==> config.mk <==
export PLATFORM = sky130hd
export DESIGN_NAME = sector_walk
export DESIGN_NICKNAME = d
export VERILOG_FILES = /design/src/rtl/sw_pkg.sv /design/src/rtl/sw_byte_count.sv /design/src/rtl/sw_addr_step.sv /design/src/rtl/sector_walk.sv
export SDC_FILE = /design/constraint.sdc
export NUM_CORES = 1
export LEC_CHECK = 0
export ABC_CLOCK_PERIOD_IN_PS = 3300
export BUFFER_PORTS_ARGS = -buffer_cell sky130_fd_sc_hd__buf_2
export CAP_MARGIN = 20
export CELL_PAD_IN_SITES_DETAIL_PLACEMENT = 1
export CELL_PAD_IN_SITES_GLOBAL_PLACEMENT = 1
export CORE_MARGIN = 8
export CORE_UTILIZATION = 25
export DETAILED_ROUTE_END_ITERATION = 10
export PLACE_DENSITY_LB_ADDON = 0.15
export SLEW_MARGIN = 20
export SYNTH_ARGS = -nofsm -noshare
export SYNTH_HDL_FRONTEND = slang
export SYNTH_SLANG_ARGS = --single-unit
==> constraint.sdc <==
create_clock -name clk -period 3.3 [get_ports clk]
set_input_delay 0.33 -clock clk [delete_from_list [all_inputs] [get_ports clk]]
set_output_delay 0.33 -clock clk [all_outputs]
set_load 0.02 [all_outputs]
==> src/rtl/sw_pkg.sv <==
package sw_pkg;

  typedef enum logic [1:0] {
    ST_IDLE = 2'd0,
    ST_WAIT = 2'd1,
    ST_XFER = 2'd2
  } sw_state_e;

endpackage

==> src/rtl/sw_byte_count.sv <==
module sw_byte_count #(
  parameter int BASE_LOG2 = 7,
  parameter int MAX_SHIFT = 7,
  parameter int CODE_W    = 8
) (
  input  logic              clk,
  input  logic              rst,
  input  logic              clr,
  input  logic              inc,
  input  logic [CODE_W-1:0] size_code,
  output logic              at_last
);
  localparam int CNT_W  = BASE_LOG2 + MAX_SHIFT;
  localparam int N_SIZE = MAX_SHIFT + 1;

  logic [CNT_W-1:0] cnt;
  logic [CNT_W-1:0] lim_tab [N_SIZE];
  logic [CNT_W-1:0] limit;

  // One byte-count limit per size code: (base << k) - 1
  genvar g;
  generate
    for (g = 0; g < N_SIZE; g++) begin : g_lim
      assign lim_tab[g] = CNT_W'((CNT_W+1)'(1) << (BASE_LOG2 + g)) - CNT_W'(1);
    end
  endgenerate

  always_comb begin
    limit = lim_tab[MAX_SHIFT];          // codes above the cap use the largest size
    for (int k = 0; k < N_SIZE; k++) begin
      if (size_code == CODE_W'(k)) limit = lim_tab[k];
    end
  end

  assign at_last = (cnt == limit);

  always_ff @(posedge clk) begin
    if (rst || clr) begin
      cnt <= '0;
    end else if (inc) begin
      cnt <= at_last ? '0 : cnt + CNT_W'(1);
    end
  end

endmodule

==> src/rtl/sw_addr_step.sv <==
module sw_addr_step #(
  parameter int AW = 8
) (
  input  logic [AW-1:0] cyl,
  input  logic [AW-1:0] head,
  input  logic [AW-1:0] rec,
  input  logic [AW-1:0] last_rec,
  input  logic          multi,
  output logic [AW-1:0] nxt_cyl,
  output logic [AW-1:0] nxt_head,
  output logic [AW-1:0] nxt_rec,
  output logic          finish
);
  logic [AW-1:0] head_t;

  always_comb begin
    head_t   = multi ? (head ^ AW'(1)) : head;
    nxt_cyl  = cyl;
    nxt_head = head;
    nxt_rec  = rec;
    finish   = 1'b0;
    if (rec < last_rec) begin
      nxt_rec = rec + AW'(1);
    end else begin
      nxt_rec  = AW'(1);
      nxt_head = head_t;
      if (!multi || (head_t == '0)) begin
        nxt_cyl = cyl + AW'(1);
        finish  = 1'b1;
      end
    end
  end

endmodule

==> src/rtl/sector_walk.sv <==
module sector_walk #(
  parameter int AW        = 8,
  parameter int BASE_LOG2 = 7,
  parameter int MAX_SHIFT = 7,
  parameter int MT_BIT    = 7
) (
  input  logic          clk,
  input  logic          rst,
  input  logic          load,
  input  logic [7:0]    ld_cmd,
  input  logic [AW-1:0] ld_cyl,
  input  logic [AW-1:0] ld_head,
  input  logic [AW-1:0] ld_rec,
  input  logic [AW-1:0] ld_size,
  input  logic [AW-1:0] ld_last,
  input  logic          byte_stb,
  input  logic          term_cnt,
  input  logic          rsp_valid,
  input  logic          rsp_notfound,
  output logic [AW-1:0] cur_cyl,
  output logic [AW-1:0] cur_head,
  output logic [AW-1:0] cur_rec,
  output logic [AW-1:0] cur_size,
  output logic          busy,
  output logic          sec_req,
  output logic          end_cyl,
  output logic          no_data,
  output logic          done
);
  import sw_pkg::*;

  sw_state_e     state;
  logic [AW-1:0] last_r;
  logic          multi_r;
  logic          at_last;
  logic          cnt_inc;
  logic          boundary;
  logic [AW-1:0] n_cyl, n_head, n_rec;
  logic          n_finish;

  assign cnt_inc  = (state == ST_XFER) && byte_stb && !term_cnt && !load;
  assign boundary = cnt_inc && at_last;

  sw_byte_count #(
    .BASE_LOG2 (BASE_LOG2),
    .MAX_SHIFT (MAX_SHIFT),
    .CODE_W    (AW)
  ) u_cnt (
    .clk       (clk),
    .rst       (rst),
    .clr       (load),
    .inc       (cnt_inc),
    .size_code (cur_size),
    .at_last   (at_last)
  );

  sw_addr_step #(.AW(AW)) u_step (
    .cyl      (cur_cyl),
    .head     (cur_head),
    .rec      (cur_rec),
    .last_rec (last_r),
    .multi    (multi_r),
    .nxt_cyl  (n_cyl),
    .nxt_head (n_head),
    .nxt_rec  (n_rec),
    .finish   (n_finish)
  );

  assign busy = (state != ST_IDLE);

  always_ff @(posedge clk) begin
    if (rst) begin
      state    <= ST_IDLE;
      cur_cyl  <= '0;
      cur_head <= '0;
      cur_rec  <= '0;
      cur_size <= '0;
      last_r   <= '0;
      multi_r  <= 1'b0;
      sec_req  <= 1'b0;
      done     <= 1'b0;
      end_cyl  <= 1'b0;
      no_data  <= 1'b0;
    end else begin
      sec_req <= 1'b0;
      done    <= 1'b0;
      if (load) begin
        cur_cyl  <= ld_cyl;
        cur_head <= ld_head;
        cur_rec  <= ld_rec;
        cur_size <= ld_size;
        last_r   <= ld_last;
        multi_r  <= ld_cmd[MT_BIT];
        end_cyl  <= 1'b0;
        no_data  <= 1'b0;
        sec_req  <= 1'b1;
        state    <= ST_WAIT;
      end else begin
        unique case (state)
          ST_WAIT: begin
            if (term_cnt) begin
              done  <= 1'b1;
              state <= ST_IDLE;
            end else if (rsp_valid) begin
              if (rsp_notfound) begin
                no_data <= 1'b1;
                done    <= 1'b1;
                state   <= ST_IDLE;
              end else begin
                state <= ST_XFER;
              end
            end
          end
          ST_XFER: begin
            if (term_cnt) begin
              done  <= 1'b1;
              state <= ST_IDLE;
            end else if (boundary) begin
              cur_cyl  <= n_cyl;
              cur_head <= n_head;
              cur_rec  <= n_rec;
              if (n_finish) begin
                end_cyl <= 1'b1;
                done    <= 1'b1;
                state   <= ST_IDLE;
              end else begin
                sec_req <= 1'b1;
                state   <= ST_WAIT;
              end
            end
          end
          default: state <= ST_IDLE;
        endcase
      end
    end
  end

endmodule

==> metrics.md, run 1 <==
| Metric | Value |
|---|---|
| Post-CTS Hold Buffers | 0 |
| First-pass DRT Iterations | 4 |
| Worst Hold Launch | ld_size[3] |
| CTS HTree Levels | 3 |
| Die ar. | 16700 um^2 |
| Residual DRC | 0 |
| Post-synth EDFFs | 0 |
| Max Freq | around 350 MHz |
| Transition time of the tightest slew-check pin | 0.657 ns |
| Peak VDD IR | 227 uV |
| Critical path class | flip-flop to flip-flop |
| Clk buf depth | 2 |
| M1 wire length | around 4700 um |
| Filler cells | 1546 |
| Die Y | 129 um |
| Final setup violation count | 0 |
| Insertion delay to the later sink of the worst-skew pair | 0.33 ns |
| DP HPWL | 7690 um |
| Net Count, Synth | 450 |
| Met3 wire length | 682 um |
| Synth top area cells | dfxtp_1 (38%), nor2_1 (7.9%), mux2i_1 (7.8%), ha_1 (5.1%), nand2_1 (3.6%) |
| # port buffers | 84 |
| Area leader, netlist | dfxtp_1 |
| Setup Fix Bufs, Post-CTS | 0 |
| Final Skew | 0.00375 ns |
| Register area share after synthesis | 38.1% |
| CP max FO | 9 |
| Highest metal used | met4 |
| Starting density of the core | between 20% and 30% |
| Number of max-cap violations | 0 |
| Share of the synthesized area in the top cell type | 38.1% |
| Final worst path period need | 2.82 ns |
| Crit-path slowest cell | or4_4 |
| Slowest stage delay, CP | 0.58 ns |
| Vias per cell | 4.75 |
| Ant diodes | 0 |
| Antenna Nets Post-Route | 0 |
| Crit path DAT | 3.04 ns |
| Most numerous cell in the Yosys netlist | nor2_1 |
| Syn avg cell area | around 8.4 um^2 |
| Wire length on met2 | 4620 um |
| CP required | approximately 3.5 ns |
| Max Slew Vio Count | 0 |
| Worst Setup End Kind | flip-flop |
| LEAKAGE | 1.79 nW |
| Io pins | between 90 and 100 |
| Hold WC Path Type | input pin to flip-flop |
| Number of global-route vias before repair | 3212 |
| Post-synthesis cell area | 3200 um^2 |
| Rows | 41 |
| Crit. Startpoint | cur_size[7] |
| Number of gates resized after cts | 0 |
| Post-Synthesis Cells | between 300 and 400 |
| Routability Congestion | approximately 0.74 |
| Grt ovf | 0 |
| DR vias | ~3000 |
| Yosys reg bits | 61 |
| Layout Nets | 536 |
| Final Util | 32.9% |
| Core Box Area | about 13000 um^2 |
| Power Density | 494 nW/um^2 |
| CP cell instances | or4_4, o31ai_2, a31o_2, a22oi_2, or3_1, or3_1, a2111oi_1 |
| Post-synth ARST share | 0% |
| RSZ-0062 raised after global routing | false |
| Setup TNS | 0 ns |
| Yosys cell types | 54 |
| GRT Total Usage | 12.7% |
| Largest net degree at the start of global routing | 50 |
| CTS tree | built |
| Initial antenna violation count | 0 |
| Worst setup SP type | flip-flop |
| CTS buffer count | 9 |
| Final wirelength | 10100 um |
| Worst r2r src | cur_size[7] |
| Die X | 129 um |
| Sink Count | 61 |
| Clk slew on worst S/H paths | 0.05 ns |
| Root buf cell | clkbuf_16 |
| Area Overhead vs Synth | 29.2% |
| Initial DRC Count | 153 |
| Status | finished clean |
| Final Hold Fails | 0 |
| Global-route wire length before repair | between 15000 and 20000 um |
| Relative slew slack | 56.2% |
| WL/cell | 15.8 um |
| Period utilisation layout | 85.6% |
| Top cells by count, synth | nor2_1 (67), dfxtp_1 (61), nand2_1 (31), mux2i_1 (25), inv_1 (24) |
| Synth warn | 0 |
| Ys flop type | dfxtp_1 |
| CP dominant cell by count | or3_1 |
| Hold WS | 0.231 ns |
| Share of layout cells above drive strength 1 | 25.2% |
==> flip-flops by register name, indices dropped and copies added (netlist names) <==
| signal | cells |
|---|---|
| cur_cyl | 8 |
| cur_rec | 8 |
| cur_size | 8 |
| cur_head | 8 |
| no_data | 1 |
| state | 2 |
| multi_r | 1 |
| last_r | 8 |
| u_cnt.cnt | 14 |
| sec_req | 1 |
| done | 1 |
| end_cyl | 1 |
==> critical path: cells and delay by family, from the launching register on <==
family / cells / cell delay, ns
simple gates: 3 / 1.50
compound gates: 4 / 0.88
flops: 1 / 0.33
==> layer usage <==
layer | vias up | global-route usage, %
li1 | 1526 | -
met1 | 1450 | 15.4
met2 | 70 | 19.8
met3 | 10 | 5.55
met4 | 0 | 4.01
met5 | - | 0
==> layout make-up <==
class	instances	area, um^2	area share [%]
Clock buffer	15	298	7.20
Inverter	24	90.1	2.18
Multi-Input combinational cell	278	1820	43.9
Sequential cell	61	1220	29.5
Tap cell	172	215	5.20
Timing Repair Buffer	94	495	12.0
==> through the flow <==
step | instance area (um^2) | total power [mW] | instances | setup WS, ns
floorplan | 3200 | 0.999 | 382 | 0.684
global placement | 3840 | 1.12 | 629 | 0.552
detailed placement | 3840 | 1.12 | 629 | 0.494
CTS | 4140 | 2.08 | 644 | 0.448
global route | 4140 | 2.16 | 644 | 0.289
finish | 4140 | 2.04 | 644 | 0.475
==> kinds of logic after synthesis <==
group	share of synthesized area [%]
AO/OA/AOI/OAI	14.2
XOR/XNOR	4.10
adder cells (fa/ha/maj)	5.08
buffers and inverters	5.12
flip-flops	38.1
multiplexers	8.16
AND/OR/NAND/NOR	25.2
==> power breakdown <==
part | switching, mW | internal, mW
sequential | 0.0365 | 0.771
combinational | 0.175 | 0.118
clock | 0.337 | 0.607
==> cell usage in the layout (no fill, tap or decap), types with 8 or more instances in the layout <==
cell type	synthesis	layout
buf_2	2	84
nor2_1	67	67
dfxtp_1	61	61
nand2_1	31	31
mux2i_1	25	25
inv_1	24	24
ha_1	13	13
a21oi_1	12	12
nand3_1	10	10
buf_4	0	10
nor4_1	9	9
clkbuf_16	0	9
xor2_1	8	8
nor3_1	8	8
==> final timing paths <==
kind                            cells after the start  slack, ns     endpoint
worst min-delay path                                3       0.23  cur_size[3]
worst min register to register                      2       0.46      end_cyl
worst max register to register                      7       0.48   cur_cyl[4]
worst max-delay path                                7       0.48   cur_cyl[4]
Note: power is estimated with default switching activity, not from simulation.
==> run 2: changes to the inputs <==
Settings changed: CORE_UTILIZATION 25 to 36.
==> run 2 against run 1 <==
Effect of this change:
- cell count down 9.9%
- total power is 13% lower
- sequential power hardly changed
==> metrics.md, run 2 (same netlist as run 1, synthesis figures left out) <==
| Metric | Value |
|---|---|
| Core Box Area | 8680 um^2 (was 12600 um^2) |
| DR vias | 3064 (was 3056) |
| Final setup violation count | 0 (unchanged) |
| Initial antenna violation count | 0 (unchanged) |
| Root buf cell | clkbuf_8 (was clkbuf_16) |
| Vias per cell | 5.28 (was 4.75) |
| Grt ovf | 0 (unchanged) |
| Top reg by flops | u_cnt.cnt (unchanged) |
| Final non-filler cell total | 580 (was 644) |
| CTS tree | built (unchanged) |
| Residual DRC | 0 (unchanged) |
| Number of max-cap violations | 0 (unchanged) |
| Place WS | 0.512 ns (was 0.494 ns) |
| Share of layout cells above drive strength 1 | 25.4% (was 25.2%) |
| Worst hold path depth | 3 (unchanged) |
| Global-route wire length before repair | 16200 um (was 16500 um) |
| CTS buffer count | 9 (unchanged) |
| Finished Cell Area | 3950 um^2 (was 4140 um^2) |
| CP required | 3.48 ns (was 3.51 ns) |
| Max Slew Vio Count | 0 (unchanged) |
| Status | finished clean (unchanged) |
| # port buffers | 84 (unchanged) |
| Transition time of the tightest slew-check pin | 0.679 ns (was 0.657 ns) |
| Hold WC Path Type | input pin to flip-flop (unchanged) |
| Number of global-route vias before repair | 3390 (was 3212) |
| Sink Count | 61 (unchanged) |
| Final wirelength | 9670 um (was 10100 um) |
| Worst Setup End Kind | flip-flop (unchanged) |
| Setup Fix Bufs, Post-CTS | 0 (unchanged) |
| Flip-flop count of the largest register after layout | 14 (unchanged) |
| CP max FO | 7 (was 9) |
| PnR Total Power | 1.78 mW (was 2.04 mW) |
| First-pass DRT Iterations | 4 (unchanged) |
| Max Freq | 342 MHz (was 354 MHz) |
| Area Overhead vs Synth | 23.4% (was 29.2%) |
| Final Util | 45.5% (was 32.9%) |
| Power Density | 450 nW/um^2 (was 494 nW/um^2) |
| Insertion delay to the later sink of the worst-skew pair | 0.34 ns (was 0.33 ns) |
| Antenna Nets Post-Route | 0 (unchanged) |
| Initial DRC Count | 98 (was 153) |
| Clk slew on worst S/H paths | 0.07 ns (was 0.05 ns) |
| LEAKAGE | 1.73 nW (was 1.79 nW) |
| Number of gates resized after cts | 0 (unchanged) |
| Post-CTS Hold Buffers | 0 (unchanged) |
| RSZ-0062 raised after global routing | false (unchanged) |
| Die X | 110 um (was 129 um) |
| Placed Area | 3750 um^2 (was 3840 um^2) |
| Rows | 34 (was 41) |
| Starting density of the core | 36.9% (was 25.5%) |
| Worst setup SP type | flip-flop (unchanged) |
| Largest net degree at the start of global routing | 50 (unchanged) |
| Routability Congestion | 0.788 (was 0.740) |
| Io pins | 92 (unchanged) |
| Most frequent cells in the layout | buf_2 (84), nor2_1 (67), dfxtp_1 (61) (unchanged) |
| Dpl cells | 564 (was 629) |
| Worst Reg-to-Reg Cells | 8 (was 7) |
| Die ar. | 12200 um^2 (was 16700 um^2) |
| Setup TNS | 0 ns (unchanged) |
| Final Skew | 0.00797 ns (was 0.00375 ns) |
| DP HPWL | 7150 um (was 7690 um) |
| GRT Total Usage | 16.7% (was 12.7%) |
| Relative slew slack | 54.8% (was 56.2%) |
| Hold WS | 0.223 ns (was 0.231 ns) |
| WL/cell | 16.7 um (was 15.8 um) |
| Final Hold Fails | 0 (unchanged) |
| Period utilisation layout | 88.5% (was 85.6%) |
| Worst setup margin | 0.378 ns (was 0.475 ns) |
| Final worst path period need | 2.92 ns (was 2.82 ns) |
| Clk buf depth | 2 (unchanged) |
| Commonest non-fill, non-tap cell in the layout | buf_2 (unchanged) |
| Crit path DAT | 3.10 ns (was 3.04 ns) |
| Ant diodes | 0 (unchanged) |
| Peak VDD IR | 187 uV (was 227 uV) |
| Critical path class | flip-flop to flip-flop (unchanged) |
| CTS HTree Levels | 3 (unchanged) |
| Die Y | 110 um (was 129 um) |
| Layout Nets | 535 (was 536) |
==> run 2: per-layer routing <==
metal	wire, um	GRT usage, %	up-vias	share of wire [%]
met3	640	4.65	8	6.6
met5	0	0	-	0
met2	4590	28.2	76	47
li1	-	-	1523	-
met4	96	5.52	0	0.99
met1	4340	20.1	1457	45
==> run 2: critical path: stages, from the launching register on <==
cell	delay [ns]
dfxtp_1	0.46
ha_1	0.30
and4_1	0.20
a2111oi_0	0.41
o21ai_0	0.35
o21ai_1	0.40
a21oi_1	0.21
a311oi_1	0.32
a2111oi_0	0.12
==> run 2: report_power, final <==
| part | switching (mW) | total, mW | internal, mW | leakage [nW] |
|---|---|---|---|---|
| Clock | 0.318 | 0.684 | 0.366 | 0.0943 |
| Combinational | 0.174 | 0.289 | 0.115 | 1.14 |
| Sequential | 0.0348 | 0.804 | 0.769 | 0.501 |
| Total | 0.527 | 1.78 | 1.25 | 1.73 |
==> run 2: area by class of cell <==
| type | instances | area (um^2) |
|---|---|---|
| Timing Repair Buffer | 93 | 488 |
| Sequential cell | 61 | 1220 |
| Multi-Input combinational cell | 278 | 1820 |
| Fill cell | 1068 | 4730 |
| Inverter | 24 | 90.1 |
| Clock inverter | 6 | 62.6 |
| Clock buffer | 10 | 138 |
| Tap cell | 108 | 135 |
==> run 2: path summary, 6_finish.rpt <==
path,start,endpoint,slack [ns]
setup / recovery,cur_rec[5],cur_cyl[7],0.38
hold / removal,ld_last[6],last_r[6],0.22
setup reg to reg,cur_rec[5],cur_cyl[7],0.38
hold reg to reg,no_data,no_data,0.47
==> run 3: changes to the inputs <==
Settings changed: ABC_CLOCK_PERIOD_IN_PS 3300 to 3150.
Clock period 3.3 ns to 3.15 ns, I/O delays scaled along.
==> run 3 against run 2 <==
Effect of this change:
- global-route usage shrank 0.17 points
- setup slack lost 0.035 ns
- register-to-register slack lost 0.03 ns
==> metrics.md, run 3 (same netlist as run 1, synthesis figures left out) <==
| Metric | Value |
|---|---|
| Io pins | 92 (unchanged) |
| Final setup violation count | 0 (unchanged) |
| Routability Congestion | 0.783 (was 0.788) |
| Insertion delay to the later sink of the worst-skew pair | 0.33 ns (was 0.34 ns) |
| Hold WC Path Type | input pin to flip-flop (unchanged) |
| Die X | 110 um (unchanged) |
| Sequential power share | 44.1% (was 45.2%) |
| Setup Fix Bufs, Post-CTS | 0 (unchanged) |
| Final non-filler cell total | 581 (was 580) |
| Peak VDD IR | 235 uV (was 187 uV) |
| Number of max-cap violations | 0 (unchanged) |
| Most frequent cells in the layout | buf_2 (84), nor2_1 (67), dfxtp_1 (61) (unchanged) |
| Worst hold path depth | 2 (was 3) |
| Worst Reg-to-Reg Cells | 7 (was 8) |
| CP cell instances | or4_4, o31ai_2, a31o_2, a22oi_2, or3_1, or3_1, a2111oi_1 (was ha_1, and4_1, a2111oi_0, o21ai_0, o21ai_1, a21oi_1, a311oi_1, a2111oi_0) |
| Vias per cell | 5.30 (was 5.28) |
| Area Overhead vs Synth | 23.8% (was 23.4%) |
| Switching Share | 28.1% (was 29.7%) |
| Worst Setup End Kind | flip-flop (unchanged) |
| Slowest stage delay, CP | 0.58 ns (was 0.46 ns) |
| Int Power | 1.37 mW (was 1.25 mW) |
| Ant diodes | 0 (unchanged) |
| Grt ovf | 0 (unchanged) |
| Antenna Nets Post-Route | 0 (unchanged) |
| Initial antenna violation count | 0 (unchanged) |
| CP required | 3.37 ns (was 3.48 ns) |
| Final Hold Fails | 0 (unchanged) |
| Die ar. | 12200 um^2 (unchanged) |
| Final worst path period need | 2.81 ns (was 2.92 ns) |
| Top reg by flops | u_cnt.cnt (unchanged) |
| Clk slew on worst S/H paths | 0.07 ns (about the same) |
| Finished Cell Area | 3970 um^2 (was 3950 um^2) |
| Clock Power Share | 39.6% (was 38.5%) |
| Flip-flop count of the largest register after layout | 14 (unchanged) |
| Clk buf depth | 2 (unchanged) |
| Commonest non-fill, non-tap cell in the layout | buf_2 (unchanged) |
| CP max FO | 7 (unchanged) |
| Dpl cells | 565 (was 564) |
| Initial DRC Count | 93 (was 98) |
| Setup TNS | 0 ns (unchanged) |
| Worst reg2reg setup slack | 0.34 ns (was 0.38 ns) |
| Crit-path slowest cell | or4_4 (was dfxtp_1) |
| WL/cell | 16.8 um (was 16.7 um) |
| Share of layout cells above drive strength 1 | 25.2% (was 25.4%) |
| Root buf cell | clkbuf_8 (unchanged) |
| CP dominant cell by count | or3_1 (was a2111oi_0) |
| # port buffers | 84 (unchanged) |
| Final wirelength | 9790 um (was 9670 um) |
| Place WS | 0.372 ns (was 0.512 ns) |
| Residual DRC | 0 (unchanged) |
| Critical path class | flip-flop to flip-flop (unchanged) |
| GRT Total Usage | 16.6% (was 16.7%) |
| Starting density of the core | 36.9% (unchanged) |
| Max Freq | 356 MHz (was 342 MHz) |
| Transition time of the tightest slew-check pin | 0.666 ns (was 0.679 ns) |
| Max Slew Vio Count | 0 (unchanged) |
| PnR Total Power | 1.91 mW (was 1.78 mW) |
| Final Util | 45.7% (was 45.5%) |
| Number of gates resized after cts | 0 (unchanged) |
| Worst setup margin | 0.344 ns (was 0.378 ns) |
| Relative slew slack | 55.6% (was 54.8%) |
| DP HPWL | 7450 um (was 7150 um) |
| First-pass DRT Iterations | 4 (unchanged) |
| Worst setup SP type | flip-flop (unchanged) |
| Status | finished clean (unchanged) |
| Die Y | 110 um (unchanged) |
| Number of global-route vias before repair | 3356 (was 3390) |
| Rows | 34 (unchanged) |
| Placed Area | 3760 um^2 (was 3750 um^2) |
| Power Density | 481 nW/um^2 (was 450 nW/um^2) |
| CTS HTree Levels | 3 (unchanged) |
| LEAKAGE | 1.75 nW (was 1.73 nW) |
| DR vias | 3080 (was 3064) |
| Final Skew | 0.00919 ns (was 0.00797 ns) |
| Period utilisation layout | 89.1% (was 88.5%) |
| Switching Power | 0.536 mW (was 0.527 mW) |
| Post-CTS Hold Buffers | 0 (unchanged) |
| RSZ-0062 raised after global routing | false (unchanged) |
| Largest net degree at the start of global routing | 50 (unchanged) |
| Hold WS | 0.209 ns (was 0.223 ns) |
| Core Box Area | 8680 um^2 (unchanged) |
| Crit path DAT | 3.03 ns (was 3.10 ns) |
| CTS tree | built (unchanged) |
| Comb pwr share | 16.2% (was 16.3%) |
| Global-route wire length before repair | 16100 um (was 16200 um) |
| Sink Count | 61 (unchanged) |
| CTS buffer count | 9 (unchanged) |
| Layout Nets | 536 (was 535) |
==> run 3: cell count changes in the layout (fill, tap and decap cells not counted), sizes merged <==
cell / delta
bufinv: +1
clkinv: +1
clkinvlp: -3
clkbuf: +1
buf: +1
==> run 3: layout make-up <==
cell class,instances,area [um^2]
Fill cell,1107,4710
Clock inverter,5,75.1
Timing Repair Buffer,94,495
Multi-Input combinational cell,278,1820
Tap cell,108,135
Clock buffer,11,131
Sequential cell,61,1220
Inverter,24,90.1
==> run 3: layer usage <==
layer  up-vias  global-route usage (%)  wire [um]
li1       1526                       -          -
met1      1478                    20.1       4460
met2        65                    27.7       4620
met3        11                    5.17        608
met4         0                    4.66         99
met5         -                       0          0
==> run 3: path summary, 6_finish.rpt <==
path                end         from
max          cur_cyl[4]  cur_size[7]
min          cur_rec[5]    ld_rec[5]
max reg2reg  cur_cyl[4]  cur_size[7]
min reg2reg     no_data      no_data
==> run 3: critical path, delay by kind of cell (launching register included) <==
kind             cells  cell delay [ns]
flip-flops           1             0.34
AND/OR/NAND/NOR      3             1.49
AO/OA/AOI/OAI        4             0.85
==> run 3: power groups by stage <==
stage	logic [mW]	registers, mW	clock network (mW)
2_1_floorplan	0.164	0.883	0
3_3_place_gp	0.305	0.858	0
3_5_place_dp	0.312	0.861	0
4_1_cts	0.314	0.843	0.781
5_1_grt	0.345	0.848	0.815
6_report	0.310	0.843	0.756
